==> config.mk <==
export PLATFORM = sky130hd
export DESIGN_NAME = sync_count_stage
export DESIGN_NICKNAME = d
export VERILOG_FILES = /design/src/rtl/cnt_pkg.sv /design/src/rtl/cnt_op_dec.sv /design/src/rtl/cnt_carry_chain.sv /design/src/rtl/cnt_bit.sv /design/src/rtl/sync_count_stage.sv
export SDC_FILE = /design/constraint.sdc
export NUM_CORES = 1
export LEC_CHECK = 0
export ABC_AREA = 1
export CAP_MARGIN = 25
export CORE_MARGIN = 2
export CORE_UTILIZATION = 35
export DETAILED_ROUTE_END_ITERATION = 10
export PLACE_DENSITY = 0.7
export SLEW_MARGIN = 20
export SYNTH_ARGS = -nofsm -noshare
export SYNTH_HDL_FRONTEND = slang
export SYNTH_HIERARCHICAL = 1
export SYNTH_SLANG_ARGS = --single-unit
==> constraint.sdc <==
create_clock -name clk -period 1.3 [get_ports clk]
set_clock_uncertainty 0.15 [all_clocks]
set_input_delay 0.325 -clock clk [delete_from_list [all_inputs] [get_ports clk]]
set_output_delay 0.325 -clock clk [all_outputs]
set_load 0.05 [all_outputs]
==> src/rtl/cnt_pkg.sv <==
package cnt_pkg;

  typedef enum logic [1:0] {
    OP_HOLD  = 2'd0,
    OP_COUNT = 2'd1,
    OP_LOAD  = 2'd2,
    OP_CLEAR = 2'd3
  } cnt_op_e;

  function automatic cnt_op_e pick_op(input logic clr, input logic ld, input logic en);
    if (clr)      return OP_CLEAR;
    else if (ld)  return OP_LOAD;
    else if (en)  return OP_COUNT;
    else          return OP_HOLD;
  endfunction

endpackage

==> src/rtl/cnt_op_dec.sv <==
module cnt_op_dec
  import cnt_pkg::*;
(
  input  logic    clr,
  input  logic    ld,
  input  logic    en,
  output cnt_op_e op
);
  always_comb op = pick_op(clr, ld, en);
endmodule

==> src/rtl/cnt_carry_chain.sv <==
module cnt_carry_chain #(
  parameter int WIDTH = 4
) (
  input  logic [WIDTH-1:0] q,
  output logic [WIDTH-1:0] lower_all,
  output logic             all_ones
);
  assign lower_all[0] = 1'b1;

  for (genvar i = 1; i < WIDTH; i++) begin : g_chain
    assign lower_all[i] = lower_all[i-1] & q[i-1];
  end

  assign all_ones = lower_all[WIDTH-1] & q[WIDTH-1];
endmodule

==> src/rtl/cnt_bit.sv <==
module cnt_bit
  import cnt_pkg::*;
(
  input  logic    clk,
  input  cnt_op_e op,
  input  logic    d_in,
  input  logic    lower_all,
  output logic    q_o
);
  always_ff @(posedge clk) begin
    unique case (op)
      OP_CLEAR: q_o <= 1'b0;
      OP_LOAD:  q_o <= d_in;
      OP_COUNT: q_o <= q_o ^ lower_all;
      default:  q_o <= q_o;
    endcase
  end
endmodule

==> src/rtl/sync_count_stage.sv <==
module sync_count_stage
  import cnt_pkg::*;
#(
  parameter int WIDTH = 4
) (
  input  logic             clk,
  input  logic             clr,
  input  logic             ld,
  input  logic             en,
  input  logic [WIDTH-1:0] din,
  output logic [WIDTH-1:0] q,
  output logic             carry_out
);
  localparam logic [WIDTH-1:0] ALL_ZERO = '0;

  cnt_op_e          op;
  logic [WIDTH-1:0] lower_all;

  cnt_op_dec u_dec (
    .clr (clr),
    .ld  (ld),
    .en  (en),
    .op  (op)
  );

  cnt_carry_chain #(.WIDTH(WIDTH)) u_chain (
    .q         (q),
    .lower_all (lower_all),
    .all_ones  (carry_out)
  );

  for (genvar i = 0; i < WIDTH; i++) begin : g_bit
    cnt_bit u_bit (
      .clk       (clk),
      .op        (op),
      .d_in      (din[i]),
      .lower_all (lower_all[i]),
      .q_o       (q[i])
    );
  end


  clear_zero_chk: assert property (@(posedge clk) clr |=> q == ALL_ZERO);


  load_copy_chk: assert property (@(posedge clk) disable iff (clr)
    ld |=> q == $past(din));


  count_step_chk: assert property (@(posedge clk) disable iff (clr)
    (!ld && en) |=> q == WIDTH'($past(q) + 1'b1));


  hold_still_chk: assert property (@(posedge clk) disable iff (clr)
    (!ld && !en) |=> $stable(q));


  wrap_zero_chk: assert property (@(posedge clk) disable iff (clr)
    (!ld && en && carry_out) |=> q == ALL_ZERO);


  lsb_flip_chk: assert property (@(posedge clk) disable iff (clr)
    (!ld && en) |=> q[0] != $past(q[0]));
endmodule

==> run_results.csv, run 1 <==
group,metric,value,unit
layout,fillCellCount,118,
floorplanning,die_h,43.6,um
synth,syn-cell-area,549,um^2
floorplanning,die_area,1900,um^2
setup_path,worstReg2RegStart,"g_bit[0].u_bit/q_o$_DFFE_PP_",
clocking,cts_buffer_depth,2,
floorplanning,ios,13,
synth,yosysMostFrequentCell,"inv_1",
timing,finalSetupViolations,5,
synth,yosys_warnings,6,
clocking,cts_tree,"yes",
clocking,htreeDepth,1,
timing,rsz0062_at_grt,"true",
pwr,combPwrFrac,0.463,
layout,fin_nets,118,
setup_path,required,820,ps
layout,ff_latch_area,120,um^2
place,gp_congestion,0.762,
timing,period_needed,1460,ps
setup_path,endpoint_kind,"output port",
grt,grt_overflow,0,
detailed_routing,wirelength,980,um
synth,synth_area_leader_cell,"ha_1",
setup_path,r2r_slack,10,ps
pwr,p_seq_frac,0.279,
detailed_routing,drc_errors,0,
layout,diodes,0,
grt,globalRouteTotalUtil,0.110,
floorplanning,start_util,0.369,
timing,hold_slack,569,ps
detailed_routing,viasPerCell,4.17,
detailed_routing,wl_per_cell,8.75,um
timing,fmax,685,MHz
min_path,hp-start,"ld",
synth,ys_async_sr_fraction,0,
pwr,ir_drop,0.000402,V
layout,finalCoreUtilization,0.645,
synth,ys_seq_area_frac,0.219,
status,run_status,"complete, but fails checks",
layout,top_regs,"g_bit.u_bit/q_o x4",
synth,synth_nets,94,
layout,largest_reg_flops,4,
timing,worst_slack,-160,ps
synth,synth_common_cells,"inv_1 (29), nand2_1 (16), ha_1 (12)",
place,post-dp-hpwl,714,um
clocking,clk_pin_slew_worst_paths,40,ps
min_path,hold_path_depth,6,
layout,multi_input_area,424,um^2
clocking,cts-root-buf,"clkbuf_4",
pwr,powerDensity,609,nW/um^2
timing,slew_viol_final,0,
min_path,hold_path.class,"input pin to flop",
setup_path,cp-start-kind,"flop",
timing,hold_viol,0,
synth,netlist_top_cells_area,"ha_1 (27%), edfxtp_1 (22%), inv_1 (20%)",
pwr,power_frac_clock,0.258,
synth,synth_top_cell_area_share,0.273,
setup_path,crit_type,"flop to output port",
grt,antenna_found_initial,0,
layout,area_growth,74.7,%
floorplanning,coreArea,1490,um^2
grt,grt_pass1_vias,417,
synth,synth_area_per_cell,7.42,um^2
detailed_routing,num_vias,467,
pwr,p_int,385,uW
synth,synth_seq_cells,4,
floorplanning,fp-row-count,14,
clocking,clock_sinks,4,
timing,period_share,1.12,
synth,synth_edf_count,4,
status,violations,"setup timing",
synth,synthFlopType,"edfxtp_1",
setup_path,cp_max_fo,3,
grt,grt_pass1_wl,1550,um
layout,drive_above_1_share,0.615,
synth,synthCells,74,
place,io_buffers,12,
setup_path,arrival,990,ps
setup_path,path_cells,"nand3_2 > nor2_4 > buf_12",
detailed_routing,drtAntennaViolNets,0,
min_path,hold-path-endpoint,"g_bit[3].u_bit/q_o$_DFFE_PP_",
floorplanning,die_w,43.6,um
setup_path,slowest_stage,"edfxtp_1",
job,cap_violations,0,
clocking,cts_buffers,3,
clocking,insertion_delay,230,ps
setup_path,r2r_end,"g_bit[3].u_bit/q_o$_DFFE_PP_",
setup_path,r2r_cells,7,
pwr,power.switching,199,uW
pwr,p_leak,0.000451,uW
setup_path,critical-path-max-stage-delay,380,ps
grt,grt_max_degree,9,
synth,ys_types,9,
layout,regMostFlops,"g_bit.u_bit/q_o",
pwr,switching_share,0.341,
detailed_routing,first_pass_iters,4,
detailed_routing,dr.first_iter.drc_count,7,
==> how the worst max path moves through the flow <==
stage / from / endpoint / slack (ps) / cells after the start
after floorplan: g_bit[0].u_bit/q_o$_DFFE_PP_ / carry_out / -360 / 2
after global placement: ld / g_bit[2].u_bit/q_o$_DFFE_PP_ / -570 / 8
after detailed placement: ld / g_bit[2].u_bit/q_o$_DFFE_PP_ / -610 / 8
after CTS: g_bit[0].u_bit/q_o$_DFFE_PP_ / carry_out / -160 / 3
after global routing: g_bit[0].u_bit/q_o$_DFFE_PP_ / carry_out / -200 / 3
final: g_bit[0].u_bit/q_o$_DFFE_PP_ / carry_out / -160 / 3
==> logic make-up (layout without fill, tap and decap cells) <==
kind of cell,count (synthesis),after routing,synth area share
other,1,1,0.00683
adders and majority gates,12,12,0.273
DFF,4,4,0.219
buffers and inverters,31,53,0.225
AOI/OAI and AO/OA,4,4,0.0638
and+or+nand+nor,22,22,0.212
==> cells in the final DEF, fill, tap and decap left out, types with 3 or more instances in the layout <==
cell / count
a21oi_2: 4
buf_12: 5
buf_4: 4
buf_6: 5
clkbuf_4: 3
clkdlybuf4s50_1: 4
edfxtp_1: 4
ha_1: 3
ha_2: 4
ha_4: 5
inv_1: 15
inv_2: 9
inv_4: 3
nand2_1: 9
nand2_2: 4
nand3_2: 5
==> critical path: cells and delay by family (launching register included) <==
kind                   cells  cell delay, ps
DFF                        1             380
and+or+nand+nor            2             230
buffers and inverters      1             140
==> per-layer routing <==
metal / up-vias / GRT usage / routed length [um]
met5: - / 0 / 0
met4: 0 / 0.0727 / 0
met3: 0 / 0.0250 / 31
met2: 10 / 0.176 / 515
met1: 203 / 0.130 / 433
li1: 254 / - / -
==> power by group through the flow <==
stage          clock [uW]  sequential (uW)  combinational (uW)
3_5_place_dp            0              164                 211
5_1_grt               162              164                 294
2_1_floorplan           0              202                79.5
4_1_cts               158              163                 263
3_3_place_gp            0              164                 205
6_report              151              163                 271
==> per-stage QoR <==
| stage | power, uW | instance area [um^2] | setup WS (ps) | TNS, ps | cells |
|---|---|---|---|---|---|
| after floorplan | 282 | 559 | -357 | -997 | 74 |
| after global placement | 370 | 779 | -567 | -3980 | 106 |
| after detailed placement | 375 | 779 | -607 | -4270 | 106 |
| after CTS | 583 | 955 | -163 | -654 | 112 |
| after global routing | 620 | 960 | -203 | -807 | 112 |
| final | 584 | 960 | -160 | -629 | 112 |
==> cell type report <==
class	count	area share
inverters	29	0.132
clock buffers	3	0.0235
flip-flops and latches	4	0.125
multi-input cells	39	0.442
well taps	16	0.0209
repair buffers	21	0.257
==> what timing repair did <==
action | 4_1_cts | 5_1_grt
setup buffers | 3 | 0
pin swaps | 9 | 6
endpoints found under the setup margin | 13 | 9
hold buffers | 0 | 0
cloned | 0 | 0
resized for setup | 41 | 10
Note: power is estimated with default switching activity, not from simulation.
==> inputs of run 2 (changes only) <==
PLACE_DENSITY = 0.68   (was 0.7)
clock period = 1.4 ns   (was 1.3 ns; I/O delays follow)
==> run 2 against run 1 <==
Net effect:
- the flow still finishes with violations (setup timing)
- global-route usage is 0.68 points higher
- critical path depth stayed put
- die area stayed put
- worst hold slack better by 82 ps
- clock power is 6% lower
- clock-buffer cell count stayed put
- sequential share of layout area is 0.34 points higher
- largest cell class unchanged
- largest power group unchanged
==> run_results.csv, run 2 (synthesized netlist as in run 1, its figures left out) <==
group,metric,value,unit
detailed_routing,num_vias,460,
pwr,powerDensity,576,nW/um^2
place,post-dp-hpwl,730,um
layout,largest_reg_flops,4,
layout,top_regs,"g_bit.u_bit/q_o x4",
layout,regMostFlops,"g_bit.u_bit/q_o",
clocking,cts_buffers,3,
grt,antenna_found_initial,0,
setup_path,endpoint_kind,"output port",
setup_path,arrival,980,ps
setup_path,worstReg2RegStart,"g_bit[2].u_bit/q_o$_DFFE_PP_",
clocking,cts-root-buf,"clkbuf_4",
detailed_routing,wirelength,871,um
detailed_routing,dr.first_iter.drc_count,2,
timing,hold_viol,0,
clocking,clock_sinks,4,
floorplanning,coreArea,1490,um^2
floorplanning,start_util,0.369,
timing,period_share,1.06,
clocking,cts_hold_buf,0,
layout,diodes,0,
timing,period_needed,1480,ps
clocking,cts_tree,"yes",
timing,fmax,673,MHz
place,dp.cells,106,
grt,grt_pass1_wl,1610,um
grt,grt_max_degree,9,
detailed_routing,first_pass_iters,4,
status,violations,"setup timing",
min_path,hold_path.class,"input pin to flop",
floorplanning,die_area,1900,um^2
floorplanning,ios,13,
setup_path,cp_max_fo,3,
floorplanning,die_w,43.6,um
layout,area_growth,70.2,%
detailed_routing,drc_errors,0,
setup_path,crit_type,"flop to output port",
setup_path,cp-start-kind,"flop",
place,io_buffers,12,
layout,final_common_cell,"inv_1",
status,run_status,"complete, but fails checks",
timing,worst_slack,-85.0,ps
detailed_routing,viasPerCell,4.11,
job,cap_violations,0,
min_path,hp-start,"din[3]",
timing,finalSetupViolations,5,
clocking,cts_buffer_depth,2,
pwr,p_leak,0.000454,uW
clocking,clk_pin_slew_worst_paths,40,ps
layout,finalCoreUtilization,0.628,
detailed_routing,drtAntennaViolNets,0,
pwr,ir_drop,0.000301,V
layout,layout_common_cells,"inv_1 (16), nand2_1 (12), inv_2 (9)",
grt,grt_overflow,0,
clocking,htreeDepth,1,
setup_path,required,900,ps
timing,slew_viol_final,0,
detailed_routing,wl_per_cell,7.78,um
grt,globalRouteTotalUtil,0.117,
grt,grt_pass1_vias,452,
layout,stdcell_count,112,
timing,rsz0062_at_grt,"true",
place,gp_congestion,0.727,
floorplanning,fp-row-count,14,
layout,drive_above_1_share,0.521,
floorplanning,die_h,43.6,um
layout,fin_nets,118,
setup_path,r2r_slack,110,ps
clocking,insertion_delay,240,ps
setup_path,cp-startpoint,"g_bit[1].u_bit/q_o$_DFFE_PP_",
layout,fillCellCount,117,
-- run 2: cell types whose count changed in the layout (fill, tap and decap cells not counted), moves of 2 or more --
cell,before,now
ha_2,4,2
ha_1,3,6
nand2_2,4,1
clkbuf_2,2,0
nand2_1,9,12
-- run 2: final timing paths --
kind	end	depth (start not counted)
setup / recovery	carry_out	3
hold / removal	g_bit[3].u_bit/q_o$_DFFE_PP_	3
setup reg to reg	g_bit[2].u_bit/q_o$_DFFE_PP_	6
hold reg to reg	g_bit[2].u_bit/q_o$_DFFE_PP_	5
-- run 2: power breakdown --
| group | leakage, uW | switching (uW) | internal [uW] |
|---|---|---|---|
| Combinational | 0.000394 | 126 | 119 |
| Sequential | 0.0000467 | 7.61 | 143 |
| Clock | 0.0000138 | 46.6 | 95.8 |
| Total | 0.000454 | 180 | 358 |
-- run 2: cell type report --
cell class,count,area [um^2],area share
multi-input cells,39,399,0.427
repair buffers,21,251,0.269
inverters,29,121,0.130
flip-flops and latches,4,120,0.129
clock buffers,3,22.5,0.0241
well taps,16,20.0,0.0214
-- run 2: metal layers --
metal	vias up	wire length, um	track usage
li1	253	-	-
met1	192	361	0.128
met2	11	448	0.185
met3	4	32	0.0250
met4	0	29	0.109
met5	-	0	0
-- run 2: worst max-delay path: stages (launching register included) --
cell and delay (ps):
edfxtp_1 370, nand3_2 120, nor2_4 110, buf_12 140
-- run 2: stage by stage --
step           TNS, ps  hold slack, ps  setup slack, ps  area, um^2  total power, uW
2_1_floorplan     -578             467             -282         557              261
3_3_place_gp     -3340             641             -475         777              342
3_5_place_dp     -3540             667             -507         777              347
4_1_cts           -328             641             -107         920              541
5_1_grt           -406             656             -132         935              572
6_report          -247             650            -85.0         935              538
-- run 2: repair_timing --
item / 4_1_cts / 5_1_grt
setup buffers: 3 / 0
endpoints found under the setup margin: 13 / 9
resized for setup: 32 / 7
endpoints found under the hold margin: 0 / 0
pin swaps: 8 / 5
